### src/rtl/trng_pkg.sv
package trng_pkg;
    typedef enum logic [0:0] {
        ST_FIRST = 1'b0,
        ST_REST  = 1'b1
    } decim_state_t;
endpackage

### src/rtl/trng_sync2.sv
module trng_sync2 (
    input  logic clk,
    input  logic rst,
    input  logic d_async,
    output logic q_sync
);
    logic stage1;
    logic [1:0] settle;

    always_ff @(posedge clk) begin
        if (rst) begin
            stage1 <= 1'b0;
            q_sync <= 1'b0;
            settle <= 2'd0;
        end else begin
            stage1 <= d_async;
            q_sync <= stage1;
            if (settle != 2'd2) settle <= settle + 2'd1;
        end
    end


    sync_delay_chk: assert property (@(posedge clk) disable iff (rst)
        (settle == 2'd2) |-> (q_sync == $past(d_async, 2)));
endmodule

### src/rtl/trng_xor_decim.sv
module trng_xor_decim
    import trng_pkg::*;
#(
    parameter int DEC_W = 16
) (
    input  logic             clk,
    input  logic             rst,
    input  logic             sample,
    input  logic [DEC_W-1:0] dec_factor,
    output logic             bit_out,
    output logic             bit_valid
);
    localparam logic [DEC_W-1:0] ONE = DEC_W'(1);

    decim_state_t     state, state_nx;
    logic [DEC_W-1:0] cnt, k_lat;
    logic             acc;
    logic [DEC_W-1:0] k_eff;

    assign k_eff = (dec_factor == '0) ? ONE : dec_factor;

    always_comb begin
        state_nx = state;
        unique case (state)
            ST_FIRST: if (k_eff != ONE) state_nx = ST_REST;
            ST_REST:  if (cnt == k_lat - ONE) state_nx = ST_FIRST;
            default:  state_nx = ST_FIRST;
        endcase
    end

    always_ff @(posedge clk) begin
        if (rst) state <= ST_FIRST;
        else     state <= state_nx;
    end

    always_ff @(posedge clk) begin
        if (rst) begin
            cnt       <= '0;
            k_lat     <= ONE;
            acc       <= 1'b0;
            bit_out   <= 1'b0;
            bit_valid <= 1'b0;
        end else begin
            bit_valid <= 1'b0;
            unique case (state)
                ST_FIRST: begin
                    k_lat <= k_eff;
                    if (k_eff == ONE) begin
                        bit_out   <= sample;
                        bit_valid <= 1'b1;
                        acc       <= 1'b0;
                        cnt       <= '0;
                    end else begin
                        acc <= sample;
                        cnt <= ONE;
                    end
                end
                ST_REST: begin
                    if (cnt == k_lat - ONE) begin
                        bit_out   <= acc ^ sample;
                        bit_valid <= 1'b1;
                        acc       <= 1'b0;
                        cnt       <= '0;
                    end else begin
                        acc <= acc ^ sample;
                        cnt <= cnt + ONE;
                    end
                end
                default: begin
                    acc <= 1'b0;
                    cnt <= '0;
                end
            endcase
        end
    end


    acc_clear_chk: assert property (@(posedge clk) disable iff (rst)
        (state == ST_FIRST) |-> (acc == 1'b0));

    cnt_bound_chk: assert property (@(posedge clk) disable iff (rst)
        (state == ST_REST) |-> (cnt < k_lat && cnt != '0));

    no_mid_strobe_chk: assert property (@(posedge clk) disable iff (rst)
        (state == ST_REST) |-> !bit_valid);
endmodule

### src/rtl/trng_deser.sv
module trng_deser #(
    parameter int WORD_W = 128
) (
    input  logic              clk,
    input  logic              rst,
    input  logic              bit_in,
    input  logic              bit_valid,
    output logic [WORD_W-1:0] word,
    output logic              word_valid
);
    localparam int CNT_W = (WORD_W > 1) ? $clog2(WORD_W) : 1;
    localparam logic [CNT_W-1:0] LAST = CNT_W'(WORD_W - 1);

    logic [WORD_W-1:0] shreg, shreg_nx;
    logic [CNT_W-1:0]  bcnt;

    generate
        if (WORD_W > 1) begin : g_wide
            assign shreg_nx = {bit_in, shreg[WORD_W-1:1]};
        end else begin : g_single
            assign shreg_nx = bit_in;
        end
    endgenerate

    always_ff @(posedge clk) begin
        if (rst) begin
            shreg      <= '0;
            word       <= '0;
            bcnt       <= '0;
            word_valid <= 1'b0;
        end else begin
            word_valid <= 1'b0;
            if (bit_valid) begin
                shreg <= shreg_nx;
                if (bcnt == LAST) begin
                    word       <= shreg_nx;
                    word_valid <= 1'b1;
                    bcnt       <= '0;
                end else begin
                    bcnt <= bcnt + CNT_W'(1);
                end
            end
        end
    end


    word_after_bit_chk: assert property (@(posedge clk) disable iff (rst)
        word_valid |-> $past(bit_valid));

    word_hold_chk: assert property (@(posedge clk) disable iff (rst)
        !word_valid |-> $stable(word));
endmodule

### src/rtl/jitter_xor_trng.sv
module jitter_xor_trng #(
    parameter int DEC_W  = 16,
    parameter int WORD_W = 128
) (
    input  logic              clk,
    input  logic              rst,
    input  logic              samp_in,
    input  logic [DEC_W-1:0]  dec_factor,
    output logic              rnd_bit,
    output logic              rnd_valid,
    output logic [WORD_W-1:0] word_out,
    output logic              word_valid
);
    logic settled;

    trng_sync2 u_sync (
        .clk     (clk),
        .rst     (rst),
        .d_async (samp_in),
        .q_sync  (settled)
    );

    trng_xor_decim #(.DEC_W(DEC_W)) u_decim (
        .clk        (clk),
        .rst        (rst),
        .sample     (settled),
        .dec_factor (dec_factor),
        .bit_out    (rnd_bit),
        .bit_valid  (rnd_valid)
    );

    trng_deser #(.WORD_W(WORD_W)) u_deser (
        .clk        (clk),
        .rst        (rst),
        .bit_in     (rnd_bit),
        .bit_valid  (rnd_valid),
        .word       (word_out),
        .word_valid (word_valid)
    );


    bit_hold_chk: assert property (@(posedge clk) disable iff (rst)
        !rnd_valid |-> $stable(rnd_bit));
endmodule

### config.mk
export PLATFORM = sky130hd
export DESIGN_NAME = jitter_xor_trng
export DESIGN_NICKNAME = d
export VERILOG_FILES = /design/src/rtl/trng_pkg.sv /design/src/rtl/trng_sync2.sv /design/src/rtl/trng_xor_decim.sv /design/src/rtl/trng_deser.sv /design/src/rtl/jitter_xor_trng.sv
export SDC_FILE = /design/constraint.sdc
export NUM_CORES = 1
export LEC_CHECK = 0
export ABC_CLOCK_PERIOD_IN_PS = 4300
export CAP_MARGIN = 40
export CORE_MARGIN = 5
export CORE_UTILIZATION = 35
export DETAILED_ROUTE_END_ITERATION = 10
export PLACE_DENSITY = 0.62
export SLEW_MARGIN = 20
export SYNTH_ARGS = -nofsm -noshare
export SYNTH_HDL_FRONTEND = slang
export SYNTH_SLANG_ARGS = --single-unit
### constraint.sdc
create_clock -name clk -period 4.3 [get_ports clk]
set_input_delay 0.43 -clock clk [delete_from_list [all_inputs] [get_ports clk]]
set_output_delay 0.43 -clock clk [all_outputs]
set_load 0.03 [all_outputs]
* Word-level counts from Yosys, hierarchy flattened
Index checks and enable logic that the tools add are counted.
** Operators by class
- Add/subtract/negate cells :: 3
- Equal/unequal tests :: 6
- Bitwise operators :: 3
- Reductions and logical operators :: 4
- Mux-type cells :: 18
** Operators with widths (number)
- 16-bit 2-to-1 mux :: 2
- 16-bit case mux with 2 select lines :: 1
- 16-bit by 1-bit adder with 16-bit output (second input constant) :: 1
- 16-bit by 1-bit equality test with 1-bit output (second input constant) :: 1
- 16-bit equality test :: 1
- 16-bit zero test :: 1
- 16-bit by 1-bit != test with 1-bit output (second input constant) :: 1
- 16-bit by 1-bit subtractor with 16-bit output (second input constant) :: 1
- 1-bit 2-to-1 mux :: 10
- 1-bit case mux with 2 select lines :: 4
- 7-bit by 1-bit adder with 7-bit output (second input constant) :: 1
- 7-bit equality test (second input constant) :: 1
- 7-bit 2-to-1 mux :: 1
- 2-bit AND reduction :: 2
- 2-bit by 1-bit != test with 1-bit output (second input constant) :: 1
- 2-bit != test (second input constant) :: 1
- 1-bit NOT :: 2
- 2-bit OR reduction :: 1
- 1-bit XOR :: 1
** Word-level totals
- Input port bits :: 19
- Register bits after elaboration :: 302
- Word-level logic and storage cells :: 46
- Output and inout port bits :: 131

* Logic depth before layout (Yosys ltp)
- Depth in word-level cells :: 5
- Mapped depth :: 10

* By module
A second synthesis with hierarchy kept.
** Unflattened totals
- Cell total of the unflattened synthesis :: 1240
- Area, all modules :: 12540.8 um^2
** By module, submodules not included
- trng_deser :: cells an instance 1004, times used 1, area an instance 10457.5 um^2
- trng_xor_decim :: cells an instance 232, times used 1, area an instance 2030.7 um^2
- trng_sync2 :: cells an instance 4, times used 1, area an instance 52.6 um^2

* Worst setup path before layout
No wires, ideal clock.
- Kind :: reg-to-reg
- Start point :: reg u_decim.k_lat[6]
- End point :: reg u_decim.bit_out
- Path buffers :: 1
- Arrival :: 2.562 ns
- Setup slack :: 1.635 ns
- Stages on the path, launching flop included :: 9
- Cell sequence :: dfxtp_1 -> buf_6 -> or4_4 -> or4b_1 -> a2111o_1 -> a22oi_2 -> nand4_2 -> o21a_1 -> a2111oi_2
** On the way
- Longest elaborated chain between the ends :: 4
** Ends and longest elaborated chain
- start, declared :: RTL line trng_xor_decim.sv:16 : logic [DEC_W-1:0] cnt, k_lat;
- start signal, assigned :: RTL line trng_xor_decim.sv:47 : k_lat <= k_eff;
- 16-bit by 1-bit subtractor with 16-bit output :: RTL line trng_xor_decim.sv:59 : if (cnt == k_lat - ONE) begin
- 16-bit equality test :: RTL line trng_xor_decim.sv:59
- 2-bit != test (no line)
- 2-bit AND reduction (no line)
- end signal, assigned :: RTL line trng_xor_decim.sv:49 : bit_out <= sample;
- end signal, assigned :: RTL line trng_xor_decim.sv:60 : bit_out <= acc ^ sample;
- end, declared :: RTL line trng_xor_decim.sv:10 : output logic bit_out,
No other way between the ends.
A chain may end at the register's enable or synchronous reset.

* Worst setup path after layout
- Start point :: reg u_decim.k_lat[0]
- End point :: reg u_decim.state
** On the way
- Longest elaborated chain between the ends :: 4
** Ends and longest elaborated chain
- 16-bit by 1-bit subtractor with 16-bit output :: RTL line trng_xor_decim.sv:26 : ST_REST: if (cnt == k_lat - ONE) state_nx = ST_FIRST;
- 16-bit equality test :: RTL line trng_xor_decim.sv:26
- 1-bit 2-to-1 mux :: RTL line trng_xor_decim.sv:26
- 1-bit case mux with 2 select lines :: RTL line trng_xor_decim.sv:24 : unique case (state)
- end signal, assigned :: RTL line trng_xor_decim.sv:33 : else state <= state_nx;
- end, declared :: RTL line trng_xor_decim.sv:15 : decim_state_t state, state_nx;
No other way between the ends.

==> flow_summary_export.csv <==
group,metric,value,unit
run_status,status,"finished, final reports clean",
sta,final-hold-violation-count,0,
floorplanning,io_pins,150,
floorplanning,start_util,35.2,%
sta,finalCritPeriodShare,70.2,%
clocking,cts-htree-levels,2,
grt,grt_max_degree,134,
sta,fin_tns_setup,0,ps
logic_synthesis,yosysMostFrequentCell,"dfxtp_1",
routing,wl_per_cell,13.6,um
logic_synthesis,syn_avg_cell_area,9.01,sq um
logic_synthesis,async_flop_share,0,%
floorplanning,die-area,35300,sq um
logic_synthesis,synth_warnings,0,
floorplanning,die_h,188,um
power_and_ir_drop,peakVddDrop,0.228,mV
finish,nets,1357,
finish,register_area,6030,sq um
logic_synthesis,seq_area_frac_synth,54.5,%
sta,slew_violations,0,
power_and_ir_drop,power.density,430,nW/um^2
placement,gp_congestion,0.820,
power_and_ir_drop,p_comb_share,6.0,%
placement,portBuffers,149,
power_and_ir_drop,cellInternalPower,4640,uW
sta,fmax,331,MHz
power_and_ir_drop,power.switching,1370,uW
grt,antenna_found_initial,0,
clocking,root_buffer,"clkbuf_16",
sta,slew_headroom,29.2,%
logic_synthesis,yosys.area.top_type,"dfxtp_1",
finish,fin_area,14000,sq um
routing,drtIter0Drc,403,
routing,ant_nets,0,
setup_path,worst_setup_path_end_kind,"register",
logic_synthesis,yosys.cell_types.count,46,
sta,setup_viol,0,
min_path,hp-class,"in -> reg",
grt,grt_first_pass_wirelength,40500,um
sta,fin_skew,18.0,ps
grt,grt-ovfl-total,0,
routing,num_vias,8395,
sta,worstMarginPinSlew,1060,ps
power_and_ir_drop,clkPwrFrac,46.6,%
floorplanning,die_w,188,um
finish,diodes,0,
floorplanning,rows,65,
sta,period_minus_slack,3020,ps
finish,drive_gt1_share,5.22,%
setup_path,arrival,3360,ps
routing,firstDrtPassIters,5,
floorplanning,placeableCoreArea,31400,sq um
grt,first_global_vias,8038,
clocking,cts_buffers,34,
clocking,post_cts_resized,0,
logic_synthesis,synth_edf_count,0,
clocking,clockBufferDepth,3,
routing,via_per_inst,4.76,
grt,track_usage,13.3,%
logic_synthesis,synth_ff_type,"dfxtp_1",
clocking,cts_setup_buffers,0,
logic_synthesis,yosys-top-cells-count,"dfxtp_1 (301), nand2_1 (267), nor2_1 (172)",
power_and_ir_drop,switching_share,22.8,%
placement,placed_area,12900,sq um
setup_path,slowest_stage,"or4b_1",
logic_synthesis,synth_area_leaders,"dfxtp_1 (54%), mux2i_1 (13%), nand2_1 (9.1%)",
sta,rsz0062_at_grt,"false",
setup_path,critPathLaunchType,"register",
routing,routed_wl,24000,um
clocking,cts_tree,"done",
power_and_ir_drop,leakage,0.00477,uW
routing,drcViolationCount,0,
setup_path,path_class,"reg -> reg",
run,maxCapViolCount,0,
clocking,clk_pin_slew,60,ps
logic_synthesis,synth_top_area_share,54.5,%
setup_path,critical-path-max-stage-delay,550,ps
clocking,hold_buffers,0,
sta,holdWs,416,ps
setup_path,path_cells,"inv_1 -> ha_1 -> or4b_1 -> nor4b_1 -> xnor2_1 -> nor4_1 -> nand4_2 -> nand3b_2 -> o21ai_0",
logic_synthesis,synth_fp_nets,1249,
logic_synthesis,synth_seq_cells,301,
clocking,clock-sinks,301,
logic_synthesis,syn-cell-area,11100,sq um
setup_path,critPathMaxFanout,16,
finish,multi_input_area,4700,sq um
finish,area_delta_synth_final,26.2,%
logic_synthesis,synthCells,1227,
clocking,clock_latency,500,ps
setup_path,worstPathRequired,4640,ps
power_and_ir_drop,seqPwrFrac,47.5,%
placement,hpwl,14600,um
finish,fillCellCount,3030,
[registers in the layout, indices dropped and copies added (netlist names), 7 cells and up]
signal         count
u_decim.k_lat     16
u_deser.bcnt       7
u_decim.cnt       16
u_deser.shreg    127
u_deser.word     128
[final timing paths]
kind / slack [ps] / start / to / cells past startpoint
worst min register to register: 450 / u_deser.word[68] / u_deser.word[68] / 2
worst max register to register: 1280 / u_decim.k_lat[0] / u_decim.state / 9
worst min-delay path: 420 / rst / u_decim.k_lat[14] / 2
worst max-delay path: 1280 / u_decim.k_lat[0] / u_decim.state / 9
[logic make-up after synthesis]
logic type,synth area share (%)
buffers and inverters,3.15
muxes,12.9
xor gates and xnor gates,3.25
adders and majority gates,0.430
DFF,54.5
AOI/OAI and AO/OA,7.61
and+or+nand+nor,18.1
[worst max-delay path: cells and delay by family, from the launching register on]
kind            cells  cell delay (ps)
xor+xnor            1              110
compound gates      1              140
fa+ha+maj           1              250
buf+inv             1               80
simple gates        5             1920
flops               1              370
[per-layer routing]
| layer | wire, um | track usage, % | up-vias | part of all wire, % |
|---|---|---|---|---|
| li1 | - | - | 4274 | - |
| met1 | 11500 | 18.4 | 3904 | 48 |
| met2 | 10600 | 20.8 | 179 | 44 |
| met3 | 1500 | 3.74 | 38 | 6.3 |
| met4 | 448 | 3.33 | 0 | 1.9 |
| met5 | 0 | 0 | - | 0 |
[per-stage QoR]
stage | worst slack (ps) | util (%) | instances | power, uW
2_1_floorplan | 1630 | - | 1227 | 3190
3_3_place_gp | 1380 | 40.9 | 1700 | 3270
3_5_place_dp | 1290 | 41.0 | 1701 | 3270
4_1_cts | 1280 | 44.4 | 1762 | 6110
5_1_grt | 1070 | 44.4 | 1762 | 6270
6_report | 1280 | 44.4 | 1762 | 6010
[power groups by stage]
| stage | clock [uW] | sequential, uW | combinational (uW) |
|---|---|---|---|
| final | 2800 | 2850 | 358 |
| after global routing | 3030 | 2850 | 390 |
| after CTS | 2900 | 2850 | 363 |
| after detailed placement | 0 | 2910 | 360 |
| after global placement | 0 | 2910 | 356 |
| after floorplan | 0 | 2900 | 285 |
[cell usage in the layout (no fill, tap or decap), types with 2 or more instances in the layout]
master and n:
nand2_1 266, inv_1 6, xor2_1 22, clkbuf_8 6, clkbuf_16 35, nor2b_1 3
a211oi_1 3, clkdlybuf4s50_1 148, clkbuf_1 7, mux2i_1 143, clkinv_2 9, nor4_1 7
dfxtp_1 300, nor2_1 172, buf_4 3, or4b_1 2, buf_12 3, o41ai_1 2
nand4_1 5, and3_1 5, a21oi_1 132, nand3_1 16, nor3_1 7, xnor2_1 19
a41oi_1 2, o21ai_0 2, ha_1 3, a2111oi_0 2
[area by class of cell]
| class | instances | area share [%] |
|---|---|---|
| flip-flops and latches | 301 | 43.2 |
| multi-input cells | 836 | 33.7 |
| repair buffers | 156 | 11.5 |
| clock buffers | 48 | 7.06 |
| well taps | 402 | 3.60 |
| clock inverters | 13 | 0.798 |
| inverters | 6 | 0.161 |
Note: power is estimated with default switching activity, not from simulation.
